**config.mk**
```make
export PLATFORM = sky130hd
export DESIGN_NAME = gpio_irq_bank
export DESIGN_NICKNAME = d
export VERILOG_FILES = /design/src/rtl/gpio_bank_pkg.sv /design/src/rtl/gpio_in_sync.sv /design/src/rtl/gpio_irq_detect.sv /design/src/rtl/gpio_irq_bank.sv
export SDC_FILE = /design/constraint.sdc
export NUM_CORES = 1
export LEC_CHECK = 0
export BUFFER_PORTS_ARGS = -buffer_cell sky130_fd_sc_hd__buf_2
export CORE_MARGIN = 3
export CORE_UTILIZATION = 64
export DETAILED_ROUTE_END_ITERATION = 12
export GPL_ROUTABILITY_DRIVEN = 0
export PLACE_DENSITY = 0.9
export SETUP_SLACK_MARGIN = 0.3
export SYNTH_ARGS = -nofsm -noshare
export SYNTH_HDL_FRONTEND = slang
export SYNTH_SLANG_ARGS = --single-unit
```
**constraint.sdc**
```tcl
create_clock -name clk -period 5.75 [get_ports clk]
set_clock_uncertainty 0.05 [all_clocks]
set_input_delay 0.575 -clock clk [delete_from_list [all_inputs] [get_ports clk]]
set_output_delay 0.575 -clock clk [all_outputs]
set_load 0.005 [all_outputs]
```
**src/rtl/gpio_bank_pkg.sv**
```systemverilog
package gpio_bank_pkg;
   localparam int unsigned OFS_W = 8;
   localparam logic [OFS_W-1:0] OFS_DIN   = 8'h00;
   localparam logic [OFS_W-1:0] OFS_DOUT  = 8'h04;
   localparam logic [OFS_W-1:0] OFS_OE    = 8'h08;
   localparam logic [OFS_W-1:0] OFS_TYPE  = 8'h0C;
   localparam logic [OFS_W-1:0] OFS_DUAL  = 8'h10;
   localparam logic [OFS_W-1:0] OFS_POL   = 8'h14;
   localparam logic [OFS_W-1:0] OFS_MASK  = 8'h18;
   localparam logic [OFS_W-1:0] OFS_RAW   = 8'h1C;
   localparam logic [OFS_W-1:0] OFS_MSTAT = 8'h20;
   localparam logic [OFS_W-1:0] OFS_CLR   = 8'h24;

   typedef enum logic [1:0] {
      SENSE_EDGE_ONE = 2'd0,
      SENSE_EDGE_TWO = 2'd1,
      SENSE_LEVEL    = 2'd2
   } sense_e;
endpackage

```
**src/rtl/gpio_in_sync.sv**
```systemverilog
module gpio_in_sync #(
   parameter int unsigned WIDTH  = 32,
   parameter int unsigned STAGES = 2
) (
   input  logic             clk,
   input  logic             rst_n,
   input  logic [WIDTH-1:0] d,
   output logic [WIDTH-1:0] q
);
   if (STAGES < 2) begin : g_bad_stages
      $error("gpio_in_sync: STAGES must be at least 2");
   end

   logic [STAGES-1:0][WIDTH-1:0] chain;

   for (genvar s = 0; s < STAGES; s++) begin : g_stage
      if (s == 0) begin : g_first
         always_ff @(posedge clk or negedge rst_n) begin
            if (!rst_n) chain[s] <= '0;
            else        chain[s] <= d;
         end
      end else begin : g_next
         always_ff @(posedge clk or negedge rst_n) begin
            if (!rst_n) chain[s] <= '0;
            else        chain[s] <= chain[s-1];
         end
      end
   end

   assign q = chain[STAGES-1];
endmodule

```
**src/rtl/gpio_irq_detect.sv**
```systemverilog
module gpio_irq_detect
   import gpio_bank_pkg::*;
#(
   parameter int unsigned N_PINS = 32
) (
   input  logic              clk,
   input  logic              rst_n,
   input  logic [N_PINS-1:0] level,
   input  logic [N_PINS-1:0] is_level,
   input  logic [N_PINS-1:0] both_edges,
   input  logic [N_PINS-1:0] polarity,
   input  logic [N_PINS-1:0] clr,
   output logic [N_PINS-1:0] hit,
   output logic [N_PINS-1:0] pending
);
   for (genvar p = 0; p < N_PINS; p++) begin : g_pin
      logic   prev_q;
      logic   rise, fall;
      sense_e mode;

      assign rise = level[p] & ~prev_q;
      assign fall = ~level[p] & prev_q;
      assign mode = is_level[p]   ? SENSE_LEVEL :
                    both_edges[p] ? SENSE_EDGE_TWO : SENSE_EDGE_ONE;

      always_comb begin
         unique case (mode)
            SENSE_LEVEL:    hit[p] = (level[p] == polarity[p]);
            SENSE_EDGE_TWO: hit[p] = rise | fall;
            default:        hit[p] = polarity[p] ? rise : fall;
         endcase
      end

      always_ff @(posedge clk or negedge rst_n) begin
         if (!rst_n) begin
            prev_q     <= 1'b0;
            pending[p] <= 1'b0;
         end else begin
            prev_q     <= level[p];
            pending[p] <= (pending[p] & ~clr[p]) | hit[p];
         end
      end
   end
endmodule

```
**src/rtl/gpio_irq_bank.sv**
```systemverilog
module gpio_irq_bank
   import gpio_bank_pkg::*;
#(
   parameter int unsigned N_PINS      = 32,
   parameter int unsigned DATA_W      = 32,
   parameter int unsigned ADDR_W      = 8,
   parameter int unsigned SYNC_STAGES = 2
) (
   input  logic              clk,
   input  logic              rst_n,
   input  logic [ADDR_W-1:0] bus_addr,
   input  logic              bus_wr,
   input  logic [DATA_W-1:0] bus_wdata,
   input  logic              bus_rd,
   output logic [DATA_W-1:0] bus_rdata,
   input  logic [N_PINS-1:0] pad_in,
   output logic [N_PINS-1:0] pad_out,
   output logic [N_PINS-1:0] pad_oe,
   output logic              irq
);
   localparam int unsigned PAD_W = DATA_W - N_PINS;

   if (N_PINS < 1 || N_PINS > DATA_W) begin : g_bad_pins
      $error("gpio_irq_bank: N_PINS must be 1..DATA_W");
   end
   if (ADDR_W < 6 || ADDR_W > OFS_W) begin : g_bad_addr
      $error("gpio_irq_bank: ADDR_W must be 6..8");
   end

   logic [N_PINS-1:0] dout_q, oe_q, type_q, dual_q, pol_q, mask_q;
   logic [N_PINS-1:0] din_sync, raw_stat, irq_hit, clr_vec, mstat;
   logic [OFS_W-1:0]  ofs;
   logic [N_PINS-1:0] wbits;

   assign ofs   = OFS_W'(bus_addr);
   assign wbits = bus_wdata[N_PINS-1:0];

   gpio_in_sync #(.WIDTH(N_PINS), .STAGES(SYNC_STAGES)) u_sync (
      .clk(clk), .rst_n(rst_n), .d(pad_in), .q(din_sync)
   );

   always_ff @(posedge clk or negedge rst_n) begin
      if (!rst_n) begin
         dout_q <= '0;
         oe_q   <= '0;
         type_q <= '0;
         dual_q <= '0;
         pol_q  <= '0;
         mask_q <= '0;
      end else if (bus_wr) begin
         case (ofs)
            OFS_DOUT: dout_q <= wbits;
            OFS_OE:   oe_q   <= wbits;
            OFS_TYPE: type_q <= wbits;
            OFS_DUAL: dual_q <= wbits;
            OFS_POL:  pol_q  <= wbits;
            OFS_MASK: mask_q <= wbits;
            default: ;
         endcase
      end
   end

   assign clr_vec = (bus_wr && ofs == OFS_CLR) ? wbits : '0;

   gpio_irq_detect #(.N_PINS(N_PINS)) u_det (
      .clk(clk), .rst_n(rst_n), .level(din_sync), .is_level(type_q),
      .both_edges(dual_q), .polarity(pol_q), .clr(clr_vec),
      .hit(irq_hit), .pending(raw_stat)
   );

   assign mstat = raw_stat & mask_q;

   logic [N_PINS-1:0] rd_sel;
   always_comb begin
      case (ofs)
         OFS_DIN:   rd_sel = din_sync;
         OFS_DOUT:  rd_sel = dout_q;
         OFS_OE:    rd_sel = oe_q;
         OFS_TYPE:  rd_sel = type_q;
         OFS_DUAL:  rd_sel = dual_q;
         OFS_POL:   rd_sel = pol_q;
         OFS_MASK:  rd_sel = mask_q;
         OFS_RAW:   rd_sel = raw_stat;
         OFS_MSTAT: rd_sel = mstat;
         default:   rd_sel = '0;
      endcase
   end

   logic [DATA_W-1:0] rd_ext;
   if (PAD_W > 0) begin : g_ext
      assign rd_ext = {{PAD_W{1'b0}}, rd_sel};
   end else begin : g_noext
      assign rd_ext = rd_sel;
   end

   always_ff @(posedge clk or negedge rst_n) begin
      if (!rst_n)      bus_rdata <= '0;
      else if (bus_rd) bus_rdata <= rd_ext;
   end

   assign pad_out = dout_q & oe_q;
   assign pad_oe  = oe_q;
   assign irq     = |mstat;
endmodule

```
==> results.yml <==
timing:
  slew_headroom: 0.155
  min_period_ns: 3.50
  final.period_utilization: 0.608
  tns_ns: 0
  hold_viol_final: 0
  worst_slack_ns: 2.25
  setup_viol: 0
  grt_setup_unrepaired: "no"
  max_freq_mhz: 286
  tightest_slew_ns: 1.27
  drv_slew: 0
synthesis:
  synth_cells: 1347
  netlist_area_um2: 16800
  yosys.cell_types.count: 48
  synth_edf_count: 0
  ys.flop_type: "dfrtp_1"
  seq_area_frac_synth: 0.523
  syn_nets: 1487
  synth_seq_cells: 352
  yosysWarningCount: 0
  synthArstFlopShare: 1.00
  avgSynthCellArea_um2: 12.5
setup_path:
  path_common_cell: "or4_1"
  cp_max_fo: 3
  critPathRequiredTime_ns: 5.12
  arrival_ns: 2.87
  critPathKind: "register to output port"
  cp_slowest_stage_delay_ns: 0.54
  critPathLaunchType: "register"
  cp_top_family: "simple AND/OR/NAND/NOR gates"
  critPathCaptureType: "output port"
  rr_startpoint: "u_sync.q[0]"
  startpoint: "u_det.pending[1]"
  worst-path-buf-inv: 1
  cp_cell_sequence: "and2_1, or4_1, or4_1, or4_1, buf_2"
  cp_slowest_cell: "or4_1"
run:
  cap_violations: 0
cts:
  cts_setup_buffers: 0
  cts_sinks: 352
  cts_tree: "built"
  clkSlewWorstSetupHoldPaths_ns: 0.06
  cts_buffers: 36
  cts_hold_buf: 0
  ctsResizeCount: 0
  worst_skew_pair.late_latency_ns: 0.51
  clock-root-buffer: "clkbuf_16"
  clk_path_buf_depth: 3
  htreeDepth: 2
global_route:
  grt_pass1_wl_um: 71000
  overflow: 0
  grt_pass1_vias: 13001
  antenna_found_initial: 3
  grt_use_total: 0.314
  grt_max_degree: 131
power:
  peakVddDrop_mv: 0.247
  p_leak_nw: 9.18
  power_density_nw_per_um2: 280
final_layout:
  n_fill_cell: 1567
  drive_gt1_frac: 0.295
  nNetsFinal: 1641
  area_growth_pct: 13.8
  finish.utilization: 0.750
  fin_area_um2: 19200
place:
  dp_slack_ns: 2.06
  placed_cell_area_um2: 18000
  detailed_place_hpwl_um: 28300
  io_buffer_count: 172
floorplanning:
  core-area_um2: 25500
  start_util: 0.659
  die_h_um: 168
  die-area_um2: 28300
  rows: 58
  pin_count: 173
  dieWidth_um: 168
drt:
  wl_um: 45000
  via_count: 12603
  post_drt_via_cell_ratio: 6.78
  drc_errors: 0
  wl_per_cell_um: 24.2
  drt_iter0_markers: 1591
  final_antenna_net_count: 0
  drt-pass1-iter-count: 7
status:
  status: "completed"
min_path:
  holdCritPathClass: "input port to async pin"
[cell families after synthesis]
group / Yosys count / share of synthesized area
AO/OA/AOI/OAI: 308 / 0.146
multiplexers: 256 / 0.167
XOR/XNOR: 32 / 0.0166
adder cells (fa/ha/maj): 64 / 0.0475
buffers and inverters: 143 / 0.0331
flip-flops: 352 / 0.523
AND/OR/NAND/NOR: 192 / 0.0667
[Yosys cell counts, types with 8 or more instances]
cell type | count | area share
a211oi_1 | 65 | 0.029
a21oi_1 | 25 | 0.0074
a221o_1 | 33 | 0.020
a221oi_1 | 8 | 0.0042
a222oi_1 | 18 | 0.011
a22o_1 | 20 | 0.010
a22oi_1 | 34 | 0.015
a32oi_1 | 8 | 0.0042
and2_1 | 51 | 0.019
buf_1 | 11 | 0.0025
buf_2 | 16 | 0.0048
clkbuf_1 | 44 | 0.0098
dfrtp_1 | 352 | 0.52
ha_1 | 64 | 0.048
inv_1 | 71 | 0.016
mux2_1 | 9 | 0.0060
mux2_2 | 190 | 0.13
mux2i_1 | 57 | 0.034
nand2_1 | 46 | 0.010
nand3_1 | 9 | 0.0027
nor2_1 | 9 | 0.0020
nor2b_1 | 37 | 0.014
o21ai_0 | 24 | 0.0071
o221ai_1 | 13 | 0.0068
o2bb2ai_1 | 43 | 0.022
xnor2_1 | 32 | 0.017
[routing by layer]
| metal | global-route usage | routed length, um |
|---|---|---|
| met5 | 0 | 0 |
| met4 | 0.139 | 1810 |
| met3 | 0.0669 | 4570 |
| met2 | 0.512 | 21700 |
| met1 | 0.409 | 16900 |
[worst register-to-register path, delay by kind of cell (launching register included)]
kind                     cells  cell delay, ns
AO/OA/AOI/OAI                3            0.64
adder cells (fa/ha/maj)      1            0.20
buffers and inverters        1            0.09
AND/OR/NAND/NOR              1            0.13
flip-flops                   1            0.50
[cell usage in the layout (no fill, tap or decap), types with 24 or more instances in the layout]
master,Yosys,final
o2bb2ai_1,43,43
a21oi_1,25,25
o21ai_0,24,24
mux2_2,190,190
xnor2_1,32,32
and2_1,51,51
nor2b_1,37,37
clkbuf_16,0,37
nand2_1,46,46
ha_1,64,64
buf_2,16,171
a22oi_1,34,34
mux2i_1,57,57
a211oi_1,65,65
a221o_1,33,33
inv_1,71,71
dfrtp_1,352,352
[cell type report]
class / count / area, um2 / area share
Sequential cell: 352 / 8810 / 0.460
Multi-Input combinational cell: 852 / 7530 / 0.393
Clock buffer: 56 / 1100 / 0.0573
Timing Repair Buffer: 187 / 996 / 0.0520
Tap cell: 330 / 413 / 0.0216
Inverter: 72 / 270 / 0.0141
Clock inverter: 7 / 35.0 / 0.00183
Antenna cell: 4 / 10.0 / 0.000522
[path summary, 6_finish.rpt]
path / slack [ns] / endpoint / cells after the start
setup / recovery: 2.25 / irq / 5
hold / removal: 0.07 / u_sync.chain[9] / 1
setup reg to reg: 4.04 / u_det.pending[0] / 6
hold reg to reg: 0.30 / u_sync.q[14] / 0
max in group asynchronous: 4.17 / pad_oe[26] / 2
min in group clk: 0.12 / u_sync.chain[10] / 1
[flip-flops by register name (all words and copies together), names as in the netlist]
register and cells:
bus_rdata 32, dout_q 32, dual_q 32, mask_q 32
pad_oe 32, pol_q 32, type_q 32, u_det.g_pin.prev_q 32
u_det.pending 32, u_sync.chain 32, u_sync.q 32
[where the power goes]
part	switching, mW	leakage (nW)	internal (mW)	total (mW)
logic	0.254	4.12	0.189	0.443
clock network	0.927	0.566	1.31	2.24
registers	0.106	4.49	2.58	2.68
total	1.29	9.18	4.08	5.36
[through the flow]
stage	hold slack, ns	power, mW	cells
final	0.0745	5.36	1860
after CTS	0.103	5.38	1856
after detailed placement	0.285	3.16	1793
after global placement	0.282	3.13	1793
after floorplan	0.229	2.94	1347
after global routing	0.104	5.54	1858
No activity file was read; power rests on OpenSTA's default activity.
